[src/rtl/dram_ctl.sv]
module dram_ctl #(
  parameter int ADDR_W           = 11,
  parameter int REFRESH_CYCLES   = 781,
  parameter int PRECHARGE_CYCLES = 2
) (
  input  logic              clk,
  input  logic              rst_n,
  input  logic              cpu_cs_n,
  input  logic              cpu_as_n,
  input  logic              cpu_rw,
  input  logic              cpu_lds_n,
  input  logic              cpu_uds_n,
  input  logic              bank_sel,
  input  logic [2*ADDR_W:1] cpu_addr,
  output logic [ADDR_W-1:0] dram_addr,
  output logic [1:0]        ras_n,
  output logic [3:0]        cas_n,
  output logic [1:0]        we_n,
  output logic              dtack_n
);

  localparam int TMR_W = $clog2(REFRESH_CYCLES);
  localparam int PRE_W = $clog2(PRECHARGE_CYCLES + 1);

  typedef enum logic [3:0] {
    S_IDLE, S_REF1, S_REF2, S_REF3, S_REF4,
    S_ROW, S_RAS, S_COL, S_CAS, S_ACK, S_PRE
  } state_t;

  state_t             state;
  logic [1:0]         cs_sync, as_sync;
  logic [TMR_W-1:0]   tmr;
  logic               ref_req;
  logic [PRE_W-1:0]   pre_cnt;
  logic               bank_q;

  wire cs_s     = cs_sync[1];
  wire as_s     = as_sync[1];
  wire tick     = (tmr == TMR_W'(REFRESH_CYCLES - 1));
  wire ref_ack  = (state == S_REF1);
  wire pre_done = (pre_cnt == PRE_W'(PRECHARGE_CYCLES - 1));

  always_ff @(posedge clk or negedge rst_n) begin
    if (!rst_n) begin
      cs_sync <= 2'b11;
      as_sync <= 2'b11;
    end else begin
      cs_sync <= {cs_sync[0], cpu_cs_n};
      as_sync <= {as_sync[0], cpu_as_n};
    end
  end

  always_ff @(posedge clk or negedge rst_n) begin
    if (!rst_n) begin
      tmr     <= '0;
      ref_req <= 1'b0;
    end else begin
      tmr <= tick ? '0 : tmr + 1'b1;
      if (tick)         ref_req <= 1'b1;
      else if (ref_ack) ref_req <= 1'b0;
    end
  end

  always_ff @(posedge clk or negedge rst_n) begin
    if (!rst_n) begin
      state     <= S_IDLE;
      dram_addr <= '0;
      ras_n     <= 2'b11;
      cas_n     <= 4'hF;
      we_n      <= 2'b11;
      dtack_n   <= 1'b1;
      pre_cnt   <= '0;
      bank_q    <= 1'b0;
    end else begin
      pre_cnt <= '0;
      case (state)
        S_IDLE: begin
          if (ref_req)             state <= S_REF1;
          else if (!cs_s && !as_s) state <= S_ROW;
        end
        S_REF1: begin
          cas_n <= 4'h0;
          we_n  <= 2'b11;
          state <= S_REF2;
        end
        S_REF2: begin
          ras_n <= 2'b00;
          state <= S_REF3;
        end
        S_REF3: begin
          cas_n <= 4'hF;
          state <= S_REF4;
        end
        S_REF4: begin
          ras_n <= 2'b11;
          state <= S_PRE;
        end
        S_ROW: begin
          dram_addr <= cpu_addr[ADDR_W:1];
          bank_q    <= bank_sel;
          state     <= S_RAS;
        end
        S_RAS: begin
          ras_n[bank_q] <= 1'b0;
          state         <= S_COL;
        end
        S_COL: begin
          dram_addr    <= cpu_addr[2*ADDR_W:ADDR_W+1];
          we_n[bank_q] <= cpu_rw;
          state        <= S_CAS;
        end
        S_CAS: begin
          cas_n[{bank_q, 1'b0}] <= cpu_lds_n;
          cas_n[{bank_q, 1'b1}] <= cpu_uds_n;
          state                 <= S_ACK;
        end
        S_ACK: begin
          dtack_n <= 1'b0;
          if (as_s) state <= S_PRE;
        end
        S_PRE: begin
          ras_n   <= 2'b11;
          cas_n   <= 4'hF;
          we_n    <= 2'b11;
          dtack_n <= 1'b1;
          pre_cnt <= pre_cnt + 1'b1;
          if (pre_done) state <= S_IDLE;
        end
        default: state <= S_IDLE;
      endcase
    end
  end

endmodule

[config.mk]
export PLATFORM = sky130hd
export DESIGN_NAME = dram_ctl
export DESIGN_NICKNAME = d
export VERILOG_FILES = /design/src/rtl/dram_ctl.sv
export SDC_FILE = /design/constraint.sdc
export NUM_CORES = 1
export LEC_CHECK = 0
export BUFFER_PORTS_ARGS = -buffer_cell sky130_fd_sc_hd__buf_2
export CAP_MARGIN = 0
export CORE_MARGIN = 4
export CORE_UTILIZATION = 50
export CTS_CLUSTER_DIAMETER = 120
export DETAILED_ROUTE_END_ITERATION = 7
export PLACE_DENSITY = 0.75
export SETUP_SLACK_MARGIN = 0.3
export SLEW_MARGIN = 30
export SYNTH_ARGS = -nofsm -noshare
export SYNTH_HDL_FRONTEND = slang
export SYNTH_SLANG_ARGS = --single-unit
[constraint.sdc]
create_clock -name clk -period 1.75 [get_ports clk]
set_clock_uncertainty 0.1 [all_clocks]
set_input_delay 0.175 -clock clk [delete_from_list [all_inputs] [get_ports clk]]
set_output_delay 0.175 -clock clk [all_outputs]
set_load 0.1 [all_outputs]
Word-level counts from Yosys, hierarchy flattened:

Cells that the tools add are included.

* latch bits: 0
* memories kept: 0
* input bits: 30
* memory bits (writable): 0
* register bits: 42
* output and inout bits: 20
* bits in read-only memories: 0

* reductions and logical operators: 17
* add/sub/neg operators: 2
* equal/unequal tests: 15
* bitwise operators: 2
* $lt $le $gt $ge: 6
* $mul: 0
* multiplexer cells: 23
* shift operators: 0
* div/mod/pow operators: 0

Operators by type and width (count)
* one-hot mux 4 bit (11 select lines): 1
* one-hot mux 11 bit (2 select lines): 1
* equality test 4 x 3 -> 1 bit, second input constant: 4
* 2-to-1 mux 4 bit: 4
* equality test 4 bit, second input constant: 3
* one-hot mux 4 bit (3 select lines): 1
* adder 10 x 1 -> 10 bit, second input constant: 1
* equality test 10 bit, second input constant: 1
* 2-to-1 mux 10 bit: 1
* bitwise mux 4 bit: 2
* equality test 4 x 2 -> 1 bit, second input constant: 2
* nonzero test 2 bit: 4
* < comparator 2 x 3 -> 1 bit, second input constant: 2
* one-hot mux 2 bit (3 select lines): 1
* nonzero test 3 bit: 2
* OR reduction 2 bit: 3
* 2-to-1 mux 1 bit: 5
* equality test 4 x 1 -> 1 bit, second input constant: 1
* >= comparator 2 x 1 -> 1 bit, second input constant: 2
* logical AND 1 bit: 4
* zero test 4 bit: 1
* inequality test 2 bit, second input constant: 2
* one-hot mux 2 bit (2 select lines): 1
* demux 1 bit (select 1 bit): 3
* other kinds (12): 13

Longest topological paths before layout:

Gate-level depths: netlist of run 1.

* depth in word-level cells: 7
* gate-level depth with buffers: 6
* depth with buffers taken out: 5

Worst setup path before layout of run 1:

No wires, ideal clock.

* path type: reg-to-reg
* from: register state[0]
* to: register state[0]
* slack: 0.310 ns
* data arrival time: 1.205 ns
* required time: 1.515 ns
* library setup time: 0.135 ns
* cell stages (with the launch flop): 5
* path through: dfrtp_1 -> buf_6 -> or3_4 -> o221ai_2 -> o32ai_1

* word-level cells in the longest chain between the ends: 3
* elaborated cells on any way between the ends: 16

RTL lines
* start: declaration: line 30 `state_t state;`
* start signal: assignment: line 66 `state <= S_IDLE;`
* start signal: assignment: line 78 `if (ref_req) state <= S_REF1;`
* start signal: assignment: line 79 `else if (!cs_s && !as_s) state <= S_ROW;`
* equality test 4 bit or zero test 4 bit (tied branches): line 76 `case (state)`
* inequality test 2 bit (no line) or inequality test 3 bit (tied branches)
* AND reduction 3 bit (no line)

Several ways; a longest one is shown, not always the timed one.
A chain may end at the register's enable or synchronous reset.

Worst setup path in the final report of run 1:

* from: register state[1]
* to: register state[1]

The elaborated chain is that of the path after synthesis.

==> metrics.md, run 1 <==
| Metric | Value |
|---|---|
| Core Area | 4000 sq um |
| Average routed wire per standard cell | 13.44 microns |
| Cell area after synthesis | between 2000 and 2500 sq um |
| Most frequent cell after synthesis | dfrtp_1 |
| Area of the multi-input gates | a little over 1000 sq um |
| Synth area leaders | dfrtp_1 35%, dfstp_2 17%, mux2i_1 6.8%, o21ai_0 5.8%, nand2_1 4.0% |
| Synthesized flop and latch total | 42 |
| CP max stage delay | around 0.43 ns |
| Main flop type after synthesis | dfrtp_1 |
| Crit path max fanout | 4 |
| Synth Warn # | 0 |
| Endpoints failing hold | 0 |
| Largest net degree at the start of global routing | 43 |
| Initial antenna violation count | 0 |
| Critical path's top delay family | compound AO/OA/AOI/OAI gates |
| Die Y | about 72 microns |
| Worst path required time | around 1.8 ns |
| Mapped Avg Cell Area | 10.27 sq um |
| Buf/Inv on CP | 0 |
| Max-cap violations | 0 |
| Net Count, Synth | between 200 and 250 |
| Type of origin of the critical path | register |
| Slew HR | roughly two thirds |
| Crit path time final | about 1.5 ns |
| Worst endpoint data arrival time | approximately 1.6 ns |
| Setup tns final | 0 ns |
| # DRC | 0 |
| Vias | about 1600 |
| Count of port buffers added during placement | 49 |
| Status | finished, final reports clean |
| Yosys top cell by area | dfrtp_1 |
| Congestion Overflow GR | 0 |
| Diodes inserted | 0 |
| Area share of the largest cell type after synthesis | a little over a third |
| Fillers | just over 300 |
| Final Slew Violations | 0 |
| RSZ-0062 raised after global routing | true |
| GR peak layer | met2 |
| Fmax | approximately 670 MHz |
| Met2 GRT Util | between 20% and 30% |
| Router iterations before antenna repair | 4 |
| CTS tree | yes |
| Clock root cell | clkbuf_8 |
| Initial Utilization | 51.61% |
| Initial detailed-routing violation count | 84 |
| EDFF count, synth | 0 |
| Total GRT Usage | 16.34% |
| Boundary Pins | 50 |
| Register area share after synthesis | roughly half |
| Synth unique cells | 41 |
| Number of core rows | 23 |
| WS Path Type | reg -> reg |
| Met3 GRT Util | between 5 and 6% |
| Die width | a little over 70 microns |
| Worst-path clk slew | ~0.08 ns |
| Final setup viols | 0 |
| Layout cells sized above 1 | a little over two fifths |
| H-tree lvl count | 2 |
| Post-route ant nets | 0 |
| Post-DP HPWL | 2.645 mm |
| CTS Sinks | 42 |
| Nets | 300 |
| Vias in the first global route | 1549 |
| CTS Buf Count | 5 |
| Worst Hold Class | in -> reg |
| Clk buf depth | 2 |
| P&R area growth vs syn | 30.36% |
| Routing usage on met1 | between 20% and 30% |
| Die Area | between 5000 and 6000 sq um |
| DR vias/cell | 5.179 |
| Worst Setup End Kind | register |
| GPL Wtd Cong | slightly above 0.8 |
| Post-synth top cells | 29 x dfrtp_1, 24 x o21ai_0, 22 x nand2_1 |
| Register area | about 1100 sq um |
| Clk_lat worst skew | approximately 0.3 ns |
| Async SR Flop Fraction | 100.0% |
| CP Cell Sequence | or2b_1 > o22a_1 > o221ai_4 > o32ai_1 |
| Pin slew with the least headroom to its limit | approximately 0.53 ns |
| First-pass GRT wire length | 6.727 mm |
| Mapped Cells | roughly 200 |
| DRT Wirelength | ~4.3 mm |
| Fin crit share | a little under nine tenths |
| Crit-path slowest cell | dfrtp_1 |
[cell families (layout without fill, tap and decap cells)]
| kind of cell | after synthesis | count (layout) | synth area share (%) |
|---|---|---|---|
| AOI/OAI and AO/OA | 45 | 45 | 13.39 |
| xor gates and xnor gates | 8 | 8 | 3.394 |
| adders and majority gates | 3 | 3 | 1.818 |
| buffers and inverters | 17 | 84 | 4.485 |
| DFF | 42 | 42 | 51.70 |
| muxes | 14 | 14 | 6.788 |
| and+or+nand+nor | 72 | 72 | 18.42 |
[state kept, by name, summed over array words and instances, names as in the netlist]
signal and count:
ref_req 1, tmr 10, we_n 2, ras_n 2, dtack_n 1, dram_addr 11
state 4, as_sync 2, bank_q 1, cas_n 4, cs_sync 2, pre_cnt 2
[timing repair]
item | in CTS | in global routing
endpoints found under the hold margin | 32 | 0
hold buffers | 4 | 0
endpoints found under the setup margin | 34 | 18
buffers inserted | 6 | 3
resized for setup | 15 | 25
gates cloned | 0 | 0
pin swaps | 2 | 10
[per-stage QoR]
step | util, % | setup slack, ns | instance area [sq um] | cells | hold WS [ns]
floorplan | - | 0.3099 | 2064 | 201 | -0.2206
global placement | 58.87 | 0.1654 | 2355 | 297 | 0.1706
detailed placement | 58.87 | 0.1158 | 2355 | 297 | 0.1736
CTS | 64.34 | 0.2728 | 2574 | 315 | 0.01977
global route | 67.28 | 0.2234 | 2691 | 318 | 0.02315
finish | 67.28 | 0.2522 | 2691 | 318 | 0.02076
[worst register-to-register path, delay by kind of cell (launching register included)]
family,cells,cell delay (ns)
AOI/OAI and AO/OA,3,0.56
and+or+nand+nor,1,0.28
DFF,1,0.43
[cell type report]
| class | count | area share (%) |
|---|---|---|
| Clock inverter | 2 | 0.4649 |
| Timing Repair Buffer | 68 | 15.90 |
| Clock buffer | 6 | 3.068 |
| Inverter | 8 | 1.116 |
| Multi-Input combinational cell | 142 | 37.38 |
| Tap cell | 50 | 2.325 |
| Sequential cell | 42 | 39.75 |
[worst paths after layout]
| check | from | endpoint | slack, ns | cells after the start |
|---|---|---|---|---|
| min reg2reg | cs_sync[0] | cs_sync[1] | 0.26 | 0 |
| min in group asynchronous | rst_n | tmr[5] | 0.37 | 3 |
| max in group asynchronous | rst_n | tmr[0] | 0.79 | 3 |
| max reg2reg | state[1] | state[1] | 0.25 | 4 |
| max | state[1] | state[1] | 0.25 | 4 |
| min | cpu_rw | we_n[1] | 0.02 | 3 |
[cell usage in the layout, fill, tap and decap left out, types with 5 or more instances in the layout]
master | netlist | routed
inv_1 | 8 | 6
nand3_1 | 5 | 5
buf_2 | 2 | 40
o21ai_0 | 24 | 22
dfrtp_1 | 29 | 27
buf_4 | 3 | 22
mux2i_1 | 14 | 14
dfstp_2 | 13 | 13
a21oi_1 | 6 | 6
nand2b_1 | 6 | 5
nor2_1 | 13 | 8
nand2_1 | 22 | 22
clkbuf_8 | 0 | 6
nor3_1 | 6 | 5
[layer usage]
layer,part of all wire [%],up-vias
met5,0,-
met4,1.6,0
met3,6.4,9
met2,47,51
met1,45,768
li1,-,819
Power of run 1 is left out: the tool's default activity adds up to more than one toggle a clock period on the data nets, which glitch-free logic cannot reach.
==> run 2, diff against run 1 <==
--- a/config.mk
+++ b/config.mk
@@ -13,6 +13,7 @@
 export DETAILED_ROUTE_END_ITERATION = 7
 export PLACE_DENSITY = 0.75
 export SETUP_SLACK_MARGIN = 0.3
+export SKIP_CTS_REPAIR_TIMING = 1
 export SLEW_MARGIN = 30
 export SYNTH_ARGS = -nofsm -noshare
 export SYNTH_HDL_FRONTEND = slang
==> constraint.sdc (replaced) <==
create_clock -name clk -period 1.75 [get_ports clk]
set_clock_uncertainty 0.1 [all_clocks]
set_input_delay 0.175 -clock clk [delete_from_list [all_inputs] [get_ports clk]]
set_output_delay 0.175 -clock clk [all_outputs]
set_load 0.02 [all_outputs]
==> run 2 against run 1 <==
First-iteration DRC count is 2.4% lower. Maximum frequency down 2.5%. Clock-buffer cell count unchanged. Hold slack better by 0.011 ns. Critical path type unchanged. Highest routed layer unchanged. Register-to-register slack lost 0.04 ns. Setup slack got worse by 0.039 ns.
==> metrics.md, run 2 (same netlist as run 1, synthesis figures left out) <==
| Metric | Value |
|---|---|
| Setup tns final | 0 ns (unchanged) |
| Dpl cells | 297 (unchanged) |
| Reg with most FFs | dram_addr |
| Crit path time final | 1.537 ns (+0.03910 ns) |
| DR vias/cell | 5.252 (+1.4%) |
| Power Internal | 2.615 mW |
| Post-DP HPWL | 2.645 mm (unchanged) |
| Worst Hold Class | in -> reg |
| Final Slew Violations | 0 (unchanged) |
| Initial detailed-routing violation count | 82 (-2.4%) |
| Status | finished, final reports clean |
| CTS Sinks | 42 (unchanged) |
| Sw Share | 40.16% |
| CTS Buf Count | 5 (unchanged) |
| Total GRT Usage | 15.40% (-0.94 points) |
| Die width | 72.26 microns (unchanged) |
| Die Y | 72.26 microns (unchanged) |
| Count of port buffers added during placement | 49 (unchanged) |
| Largest net degree at the start of global routing | 43 (unchanged) |
| Worst-path clk slew | 0.08 ns (about the same) |
| Comb pwr share | 50.2% |
| Clock root cell | clkbuf_8 |
| # DRC | 0 (unchanged) |
| P&R area growth vs syn | 29.39% |
| Core Area | 4000 sq um (unchanged) |
| Switch Pwr | about 1.8 mW |
| Worst Setup End Kind | register |
| First-pass GRT wire length | 6.348 mm (-5.6%) |
| Vias | 1686 (+2.4%) |
| Post-layout util | 66.78% (-0.50 points) |
| Largest regs | dram_addr: 11 flops, tmr: 10 flops |
| Number of core rows | 23 (unchanged) |
| Boundary Pins | 50 (unchanged) |
| Final setup viols | 0 (unchanged) |
| Initial antenna violation count | 0 (unchanged) |
| DRT Wirelength | 4.393 mm (+2.8%) |
| Finished Layout Cells | 321 (+0.94%) |
| Vias in the first global route | 1474 (-4.8%) |
| Initial Utilization | 51.61% (unchanged) |
| Fmax | 650.7 MHz (-2.5%) |
| Crit path max fanout | 7 (+3) |
| Final Hold Slack | 0.03127 ns (+0.01051 ns) |
| Type of origin of the critical path | register |
| Slew HR | 65.02% (+0.13 points) |
| Total power draw | 4.370 mW |
| Layout cells sized above 1 | 40.59% (-1.6 points) |
| Nets | 303 (+1.0%) |
| Worst endpoint data arrival time | 1.67 ns (+0.10 ns) |
| Router iterations before antenna repair | 6 (+2) |
| Diodes inserted | 0 (unchanged) |
| Clk_lat worst skew | 0.30 ns (about the same) |
| Total power divided by cell area | around 1600 nW/um^2 |
| Endpoints failing hold | 0 (unchanged) |
| Fin crit share | 87.82% (+2.2 points) |
| Pin slew with the least headroom to its limit | 0.5247 ns (-0.001950 ns) |
| Leak Pwr | ~1.3 nW |
| Clk buf depth | 2 (unchanged) |
| Worst vdd ir | between 800 and 900 uV |
| Die Area | 5221 sq um (unchanged) |
| Clk pwr share | 14.8% |
| H-tree lvl count | 2 (unchanged) |
| Congestion Overflow GR | 0 (unchanged) |
| Worst path required time | 1.88 ns (+0.06 ns) |
| Post-route ant nets | 0 (unchanged) |
| CTS tree | yes |
| Most common cell after layout, fill and taps aside | buf_2 |
| Most frequent cells in the layout | 49 x buf_2, 28 x dfrtp_1, 22 x o21ai_0 |
| GPL Wtd Cong | 0.8297 (unchanged) |
| Flop pwr share | 35.0% |
| Fillers | 303 (-0.33%) |
| Average routed wire per standard cell | 13.69 microns (+1.8%) |
| Max-cap violations | 0 (unchanged) |
| RSZ-0062 raised after global routing | true |
| WS Path Type | reg -> reg |
| Max reg flops | 11 (unchanged) |
-- run 2: changes by cell type in the layout (fill, tap and decap cells not counted), sizes merged --
cell / previous run / this run
dlymetal6s2s: 0 / 1
dlygate4sd3: 4 / 3
buf: 64 / 67
-- run 2: final cells by class --
cell class / count / area (sq um) / share of cell area [%]
multi-input cells: 142 / 969.7 / 36.30
clock inverters: 2 / 12.51 / 0.4684
flip-flops and latches: 42 / 1069 / 40.00
inverters: 8 / 30.03 / 1.124
well taps: 50 / 62.56 / 2.342
repair buffers: 71 / 445.4 / 16.67
clock buffers: 6 / 82.58 / 3.091
-- run 2: path summary, 6_finish.rpt --
path	from	end	slack (ns)	cells after the start
max in group asynchronous	rst_n	state[0]	0.80	3
min	bank_sel	bank_q	0.03	3
max reg2reg	tmr[4]	ref_req	0.21	4
min reg2reg	cs_sync[0]	cs_sync[1]	0.26	0
min in group asynchronous	rst_n	tmr[9]	0.38	3
max	tmr[4]	ref_req	0.21	4
-- run 2: stage by stage --
| stage | area [sq um] | setup WS [ns] |
|---|---|---|
| 3_3_place_gp | 2355 | 0.1654 |
| 5_1_grt | 2671 | 0.1384 |
| 6_report | 2671 | 0.2131 |
| 2_1_floorplan | 2064 | 0.3099 |
| 4_1_cts | 2450 | 0.08021 |
| 3_5_place_dp | 2355 | 0.1158 |
-- run 2: power by group through the flow --
stage | clock (mW) | sequential, mW | combinational (mW)
after global placement | 0 | 1.55 | 1.77
after detailed placement | 0 | 1.55 | 1.80
after floorplan | 0 | 1.81 | 1.07
after CTS | 0.661 | 1.54 | 1.82
final | 0.646 | 1.53 | 2.19
after global routing | 0.699 | 1.57 | 2.39
-- run 2: worst max-delay path, stage by stage, from the launching register on --
cell and delay [ns]:
dfrtp_1 0.42, or3_4 0.41, nor4_4 0.25, buf_6 0.17, nand2b_1 0.11
-- run 2: metal layers --
layer / wire [microns] / track usage (%) / vias up
met5: 0 / 0 / -
met4: 78 / 4.175 / 0
met3: 292 / 5.402 / 11
met2: 2139 / 23.96 / 54
met1: 1882 / 20.51 / 790
li1: - / - / 831
Note: power is estimated with default switching activity, not from simulation.
